$ cat config.mk
export PLATFORM = sky130hd
export DESIGN_NAME = sbox_tower
export DESIGN_NICKNAME = d
export VERILOG_FILES = /design/src/rtl/sbox_tower_pkg.sv /design/src/rtl/sbox_gf_lin.sv /design/src/rtl/sbox_affine.sv /design/src/rtl/sbox_tower_inv.sv /design/src/rtl/sbox_tower.sv
export SDC_FILE = /design/constraint.sdc
export NUM_CORES = 1
export LEC_CHECK = 0
export BUFFER_PORTS_ARGS = -buffer_cell sky130_fd_sc_hd__buf_2
export CORE_UTILIZATION = 39
export CTS_CLUSTER_SIZE = 40
export DETAILED_ROUTE_END_ITERATION = 7
export PLACE_DENSITY = 0.55
export SETUP_SLACK_MARGIN = 0.1
export SLEW_MARGIN = 20
export SYNTH_ARGS = -nofsm -noshare
export SYNTH_HDL_FRONTEND = slang
export SYNTH_SLANG_ARGS = --single-unit
$ cat constraint.sdc
create_clock -name clk -period 6.2 [get_ports clk]
set_input_delay 1.24 -clock clk [delete_from_list [all_inputs] [get_ports clk]]
set_output_delay 1.24 -clock clk [all_outputs]
set_load 0.02 [all_outputs]
$ cat src/rtl/sbox_tower_pkg.sv
// Package: tower-field arithmetic for the byte substitution unit.
// Holds GF(4), GF(16) and GF(256)-in-tower operations, plus constant
// functions that pick the extension constant and derive the basis-change
// columns at elaboration. Tower element layout: {high coeff, low coeff},
// GF(4) as b1*w+b0 with w^2 = w+1.
package sbox_tower_pkg;

    localparam int BYTE_W = 8;

    // GF(4) product in basis {w,1}.
    function automatic logic [1:0] gf4_mul(input logic [1:0] a, input logic [1:0] b);
        logic hh;
        hh = a[1] & b[1];
        return {hh ^ (a[1] & b[0]) ^ (a[0] & b[1]), hh ^ (a[0] & b[0])};
    endfunction

    // GF(16) product over GF(4), y^2 = y + phi.
    function automatic logic [3:0] gf16_mul(input logic [3:0] a, input logic [3:0] b,
                                            input logic [1:0] phi);
        logic [1:0] hh;
        hh = gf4_mul(a[3:2], b[3:2]);
        return {hh ^ gf4_mul(a[3:2], b[1:0]) ^ gf4_mul(a[1:0], b[3:2]),
                gf4_mul(hh, phi) ^ gf4_mul(a[1:0], b[1:0])};
    endfunction

    // GF(16) inverse; the GF(4) inverse is a squaring. Zero maps to zero.
    function automatic logic [3:0] gf16_inv(input logic [3:0] a, input logic [1:0] phi);
        logic [1:0] d;
        logic [1:0] di;
        d  = gf4_mul(gf4_mul(a[3:2], a[3:2]), phi) ^ gf4_mul(a[1:0], a[3:2] ^ a[1:0]);
        di = gf4_mul(d, d);
        return {gf4_mul(a[3:2], di), gf4_mul(a[3:2] ^ a[1:0], di)};
    endfunction

    // GF(256) product in the tower, z^2 = z + lambda (elaboration use).
    function automatic logic [7:0] gf256_mul(input logic [7:0] a, input logic [7:0] b,
                                             input logic [1:0] phi, input logic [3:0] lam);
        logic [3:0] hh;
        hh = gf16_mul(a[7:4], b[7:4], phi);
        return {hh ^ gf16_mul(a[7:4], b[3:0], phi) ^ gf16_mul(a[3:0], b[7:4], phi),
                gf16_mul(hh, lam, phi) ^ gf16_mul(a[3:0], b[3:0], phi)};
    endfunction

    // First lambda for which z^2 + z + lambda has no root in GF(16).
    function automatic logic [3:0] find_lambda(input logic [1:0] phi);
        logic [3:0] pick;
        logic       found;
        logic       irr;
        pick  = 4'h0;
        found = 1'b0;
        for (int l = 1; l < 16; l++) begin
            irr = 1'b1;
            for (int z = 0; z < 16; z++) begin
                if ((gf16_mul(4'(z), 4'(z), phi) ^ 4'(z) ^ 4'(l)) == 4'h0) irr = 1'b0;
            end
            if (irr && !found) begin
                pick  = 4'(l);
                found = 1'b1;
            end
        end
        return pick;
    endfunction

    // Columns of the map AES basis -> tower: column i is beta^i, where beta
    // is the first tower root of x^8 + x^4 + x^3 + x + 1.
    function automatic logic [63:0] build_map_cols(input logic [1:0] phi, input logic [3:0] lam);
        logic [7:0]  beta;
        logic [7:0]  b2;
        logic [7:0]  b4;
        logic [7:0]  p;
        logic [7:0]  pw;
        logic [63:0] cols;
        logic        found;
        beta  = 8'h02;
        found = 1'b0;
        for (int c = 2; c < 256; c++) begin
            b2 = gf256_mul(8'(c), 8'(c), phi, lam);
            b4 = gf256_mul(b2, b2, phi, lam);
            p  = gf256_mul(b4, b4, phi, lam) ^ b4 ^ gf256_mul(b2, 8'(c), phi, lam)
                 ^ 8'(c) ^ 8'h01;
            if (p == 8'h00 && !found) begin
                beta  = 8'(c);
                found = 1'b1;
            end
        end
        pw   = 8'h01;
        cols = '0;
        for (int i = 0; i < 8; i++) begin
            cols[8*i +: 8] = pw;
            pw = gf256_mul(pw, beta, phi, lam);
        end
        return cols;
    endfunction

    // GF(2) matrix-by-vector with the matrix held as eight byte columns.
    function automatic logic [7:0] apply_cols(input logic [63:0] cols, input logic [7:0] x);
        logic [7:0] y;
        y = '0;
        for (int i = 0; i < 8; i++) begin
            if (x[i]) y = y ^ cols[8*i +: 8];
        end
        return y;
    endfunction

    // Inverse basis change: column j is the AES byte whose image is bit j.
    function automatic logic [63:0] build_unmap_cols(input logic [63:0] map_cols);
        logic [63:0] cols;
        cols = '0;
        for (int j = 0; j < 8; j++) begin
            for (int a = 1; a < 256; a++) begin
                if (apply_cols(map_cols, 8'(a)) == 8'(1 << j)) cols[8*j +: 8] = 8'(a);
            end
        end
        return cols;
    endfunction

    // Rotate a byte toward the MSB by k positions.
    function automatic logic [7:0] rotl8(input logic [7:0] a, input int k);
        return 8'((a << k) | (a >> (8 - k)));
    endfunction

endpackage

$ cat src/rtl/sbox_gf_lin.sv
// Module: fixed 8x8 GF(2) linear map given as eight byte columns.
// Assumes COLS is a constant; the result is an XOR tree, no state.
module sbox_gf_lin
    import sbox_tower_pkg::*;
#(
    parameter logic [63:0] COLS = 64'h8040201008040201
) (
    input  logic [BYTE_W-1:0] x,
    output logic [BYTE_W-1:0] y
);
    logic [BYTE_W-1:0] term [BYTE_W];

    for (genvar gi = 0; gi < BYTE_W; gi++) begin : g_term
        assign term[gi] = x[gi] ? COLS[BYTE_W*gi +: BYTE_W] : '0;
    end

    // Fold the selected columns into one byte.
    always_comb begin
        y = '0;
        for (int i = 0; i < BYTE_W; i++) y = y ^ term[i];
    end
endmodule

$ cat src/rtl/sbox_affine.sv
// Module: AES affine step in one direction chosen by INVERSE.
// INVERSE=0: circulant with taps 0..4 plus 0x63 (applied after inversion).
// INVERSE=1: circulant with taps 1,3,6 plus 0x05 (applied before inversion).
module sbox_affine
    import sbox_tower_pkg::*;
#(
    parameter bit INVERSE = 1'b0
) (
    input  logic [BYTE_W-1:0] a,
    output logic [BYTE_W-1:0] y
);
    if (INVERSE) begin : g_inv
        // Undo the forward affine step.
        assign y = rotl8(a, 1) ^ rotl8(a, 3) ^ rotl8(a, 6) ^ 8'h05;
    end else begin : g_fwd
        // Forward affine step.
        assign y = a ^ rotl8(a, 1) ^ rotl8(a, 2) ^ rotl8(a, 3) ^ rotl8(a, 4) ^ 8'h63;
    end
endmodule

$ cat src/rtl/sbox_tower_inv.sv
// Module: multiplicative inverse of a tower-field byte {h,l} = h*z + l,
// z^2 = z + LAMBDA over GF(16). Uses inv = h/d * z + (h+l)/d with
// d = h^2*LAMBDA + l*(h+l). Zero maps to zero. Purely combinational.
module sbox_tower_inv
    import sbox_tower_pkg::*;
#(
    parameter logic [1:0] PHI    = 2'b10,
    parameter logic [3:0] LAMBDA = 4'hC
) (
    input  logic [BYTE_W-1:0] a,
    output logic [BYTE_W-1:0] y
);
    logic [3:0] hi, lo, hl, d, d_inv;

    // Norm-like term and its GF(16) inverse, then the two output halves.
    always_comb begin
        hi    = a[7:4];
        lo    = a[3:0];
        hl    = hi ^ lo;
        d     = gf16_mul(gf16_mul(hi, hi, PHI), LAMBDA, PHI) ^ gf16_mul(lo, hl, PHI);
        d_inv = gf16_inv(d, PHI);
        y     = {gf16_mul(hi, d_inv, PHI), gf16_mul(hl, d_inv, PHI)};
    end
endmodule

$ cat src/rtl/sbox_tower.sv
// Module: forward/inverse AES byte substitution through one shared tower
// inverter. Inverse mode: inverse affine, map down, invert, map up.
// Forward mode: map down, invert, map up, forward affine.
// PIPE (0..2) places registers after the downward map and after the
// inversion; the mode bit moves with its byte. Reset is synchronous, low.
module sbox_tower
    import sbox_tower_pkg::*;
#(
    parameter int         PIPE = 2,
    parameter logic [1:0] PHI  = 2'b10
) (
    input  logic        clk,
    input  logic        rst_n,
    input  logic        fwd_mode,
    input  logic [7:0]  din,
    output logic [7:0]  dout
);
    localparam logic [3:0]  LAMBDA     = find_lambda(PHI);
    localparam logic [63:0] MAP_COLS   = build_map_cols(PHI, LAMBDA);
    localparam logic [63:0] UNMAP_COLS = build_unmap_cols(MAP_COLS);

    logic [BYTE_W-1:0] din_iaff, pre_map, tw_in, s1_tw, tw_inv, s2_tw, aes_inv, out_faff;
    logic              s1_fwd, s2_fwd;

    sbox_affine #(.INVERSE(1'b1)) u_iaff (.a(din), .y(din_iaff));

    // Inverse direction removes the affine step before inversion.
    always_comb pre_map = fwd_mode ? din : din_iaff;

    sbox_gf_lin #(.COLS(MAP_COLS)) u_map (.x(pre_map), .y(tw_in));

    if (PIPE >= 1) begin : g_reg_map
        // Stage register after the downward basis change.
        always_ff @(posedge clk) begin
            if (!rst_n) begin
                s1_tw  <= '0;
                s1_fwd <= 1'b0;
            end else begin
                s1_tw  <= tw_in;
                s1_fwd <= fwd_mode;
            end
        end
    end else begin : g_wire_map
        assign s1_tw  = tw_in;
        assign s1_fwd = fwd_mode;
    end

    sbox_tower_inv #(.PHI(PHI), .LAMBDA(LAMBDA)) u_inv (.a(s1_tw), .y(tw_inv));

    if (PIPE >= 2) begin : g_reg_inv
        // Stage register after the shared inverter.
        always_ff @(posedge clk) begin
            if (!rst_n) begin
                s2_tw  <= '0;
                s2_fwd <= 1'b0;
            end else begin
                s2_tw  <= tw_inv;
                s2_fwd <= s1_fwd;
            end
        end
    end else begin : g_wire_inv
        assign s2_tw  = tw_inv;
        assign s2_fwd = s1_fwd;
    end

    sbox_gf_lin #(.COLS(UNMAP_COLS)) u_unmap (.x(s2_tw), .y(aes_inv));

    sbox_affine #(.INVERSE(1'b0)) u_faff (.a(aes_inv), .y(out_faff));

    // Forward direction finishes with the affine step.
    always_comb dout = s2_fwd ? out_faff : aes_inv;
endmodule

==> reports/metrics.cfg <==
[run_status]
status = finished clean

[yosys]
seq_area_frac_synth_pct = 14.5
synth_cell_types = 58
syn_avg_cell_area_sq_um = 7.89
netlist_area_sq_um = 2480
synth_nets = 333
synth_ff_type = dfxtp_1
synth_cells = 315
synth-edff-count = 0
yosys_warnings = 0
async_flop_share_pct = 0
yosys_register_bits = 18

[detailed_routing]
route.met2.wl_microns = 2310
drtPass1Iterations = 4
wl_met3_microns = 168
vias = 2072
avgViaCountPerCell = 5.26
drtIter0Drc = 124
highest-signal-layer = met4
ant_nets = 0
post_drt_wl_per_cell_microns = 12.7
route.detailed.drc = 0
wl_met1_microns = 2520
wl_microns = 5010

[cts]
postCtsSetupRepairBufs = 0
cts.htree.levels = 1
cts_buffers = 3
cts_sinks = 18
root_buffer = clkbuf_8
clk_pin_slew_ps = 60
hold_buffers = 0
insertion_delay_ps = 250
post_cts_resized = 0
cts_tree = done
cts_buffer_depth = 2

[worst_setup_path]
worstPathArrival_ps = 5190
slowest_stage = ha_1
required_ps = 6340
cp_common_cell = ha_1
critPathTopFamily = XOR/XNOR gates
path_buf_inv = 3
path_cells = inv_1 -> ha_1 -> nor2b_4 -> xnor3_2 -> xor3_2 -> inv_2 -> ha_1 -> clkinv_1 -> a21oi_1 -> o32ai_1 -> nor2_2 -> o21ai_1 -> a22oi_1 -> xnor3_1 -> and2_1
cp_max_fo = 21
path_class = flop to flop
start_kind = flop
cp-end-kind = flop
cp_slowest_stage_delay_ps = 630

[sta]
slew_headroom_pct = 50.8
rsz0062_at_grt = false
tns_ps = 0
max_freq_mhz = 198
fin_crit_ps = 5040
setup-violations-final = 0
tightest_slew_ps = 738
skew_ps = 1.70
slew_viol_final = 0
finalCritPeriodShare_pct = 81.4
hold_violations = 0

[placed_design]
port_buffers = 18
routabilityCongestion = 0.884
place_hpwl_microns = 3910

[cells_and_area]
area_growth_syn_to_layout_pct = 5.84
final_cell_mix = 49 x xnor2_1, 37 x nor2_1, 23 x xor2_1
nets = 339
diodes = 0
layout_commonest_cell = xnor2_1
drive_gt1_share_pct = 13.8

[die]
core_area_sq_um = 6030
rows = 28
dieArea_sq_um = 6690
dieWidth_microns = 81.8
initial_utilization_pct = 41.2
pin_count = 19
die_h_microns = 81.8

[global_routing]
grt_pass1_vias = 1802
grt_use_total_pct = 15.5
grt-ovfl-total = 0
antenna_found_initial = 0
grt_first_pass_wirelength_microns = 8200
grt_max_degree = 22

[run]
maxCapViolCount = 0

[worst_hold_path]
hold_path_class = flop to flop

## Yosys cell counts (7+ instances only)
| library cell | count | share of area (%) |
|---|---|---|
| ha_1 | 7 | 3.5 |
| mux2i_1 | 9 | 3.6 |
| nand2_1 | 20 | 3.0 |
| dfxtp_1 | 18 | 15 |
| a21oi_1 | 17 | 3.4 |
| clkbuf_1 | 9 | 1.4 |
| buf_2 | 7 | 1.4 |
| o21ai_0 | 15 | 3.0 |
| inv_1 | 8 | 1.2 |
| nor2b_1 | 8 | 2.0 |
| nor2_1 | 37 | 5.6 |
| xnor2_1 | 49 | 17 |
| xor2_1 | 23 | 8.1 |
## sequential cells by signal (all words and copies together) (netlist names)
| register | cells |
|---|---|
| s1_fwd | 1 |
| s1_tw | 8 |
| s2_fwd | 1 |
| s2_tw | 8 |
## kinds of logic after synthesis
family | synth area share, %
fa+ha+maj | 3.52
buf+inv | 5.49
compound gates | 18.4
mux | 4.53
simple gates | 19.9
xor+xnor | 33.6
flops | 14.5
## metrics by stage
step           setup slack, ps  utilization (%)  hold slack (ps)  area [sq um]  std cells
2_1_floorplan             1810                -              406          2480        315
3_3_place_gp              1360             43.0              411          2590        391
3_5_place_dp              1250             43.0              416          2590        391
4_1_cts                   1230             43.6              431          2630        394
5_1_grt                    750             43.6              452          2630        394
6_report                  1160             43.6              425          2630        394
## final timing paths
path                               start        to  slack [ps]  cells past startpoint
worst min-delay path              s1_fwd    s2_fwd         430                      1
worst max register to register  s1_tw[6]  s2_tw[7]        1160                     15
worst max-delay path            s1_tw[6]  s2_tw[7]        1160                     15
worst min register to register    s1_fwd    s2_fwd         430                      1
## layer usage
layer / vias to the layer above / track usage (%)
li1: 1088 / -
met1: 940 / 21.7
met2: 42 / 25.8
met3: 2 / 2.78
met4: 0 / 1.05
met5: - / 0
## layout make-up
cell class | count | area [sq um]
Timing Repair Buffer | 20 | 105
Multi-Input combinational cell | 267 | 1990
Fill cell | 623 | 3400
Inverter | 11 | 41.3
Tap cell | 75 | 93.8
Clock buffer | 3 | 41.3
Sequential cell | 18 | 360
Power is not shown: default switching activity piles up to over one toggle a cycle in this logic, so the estimate is an artifact.
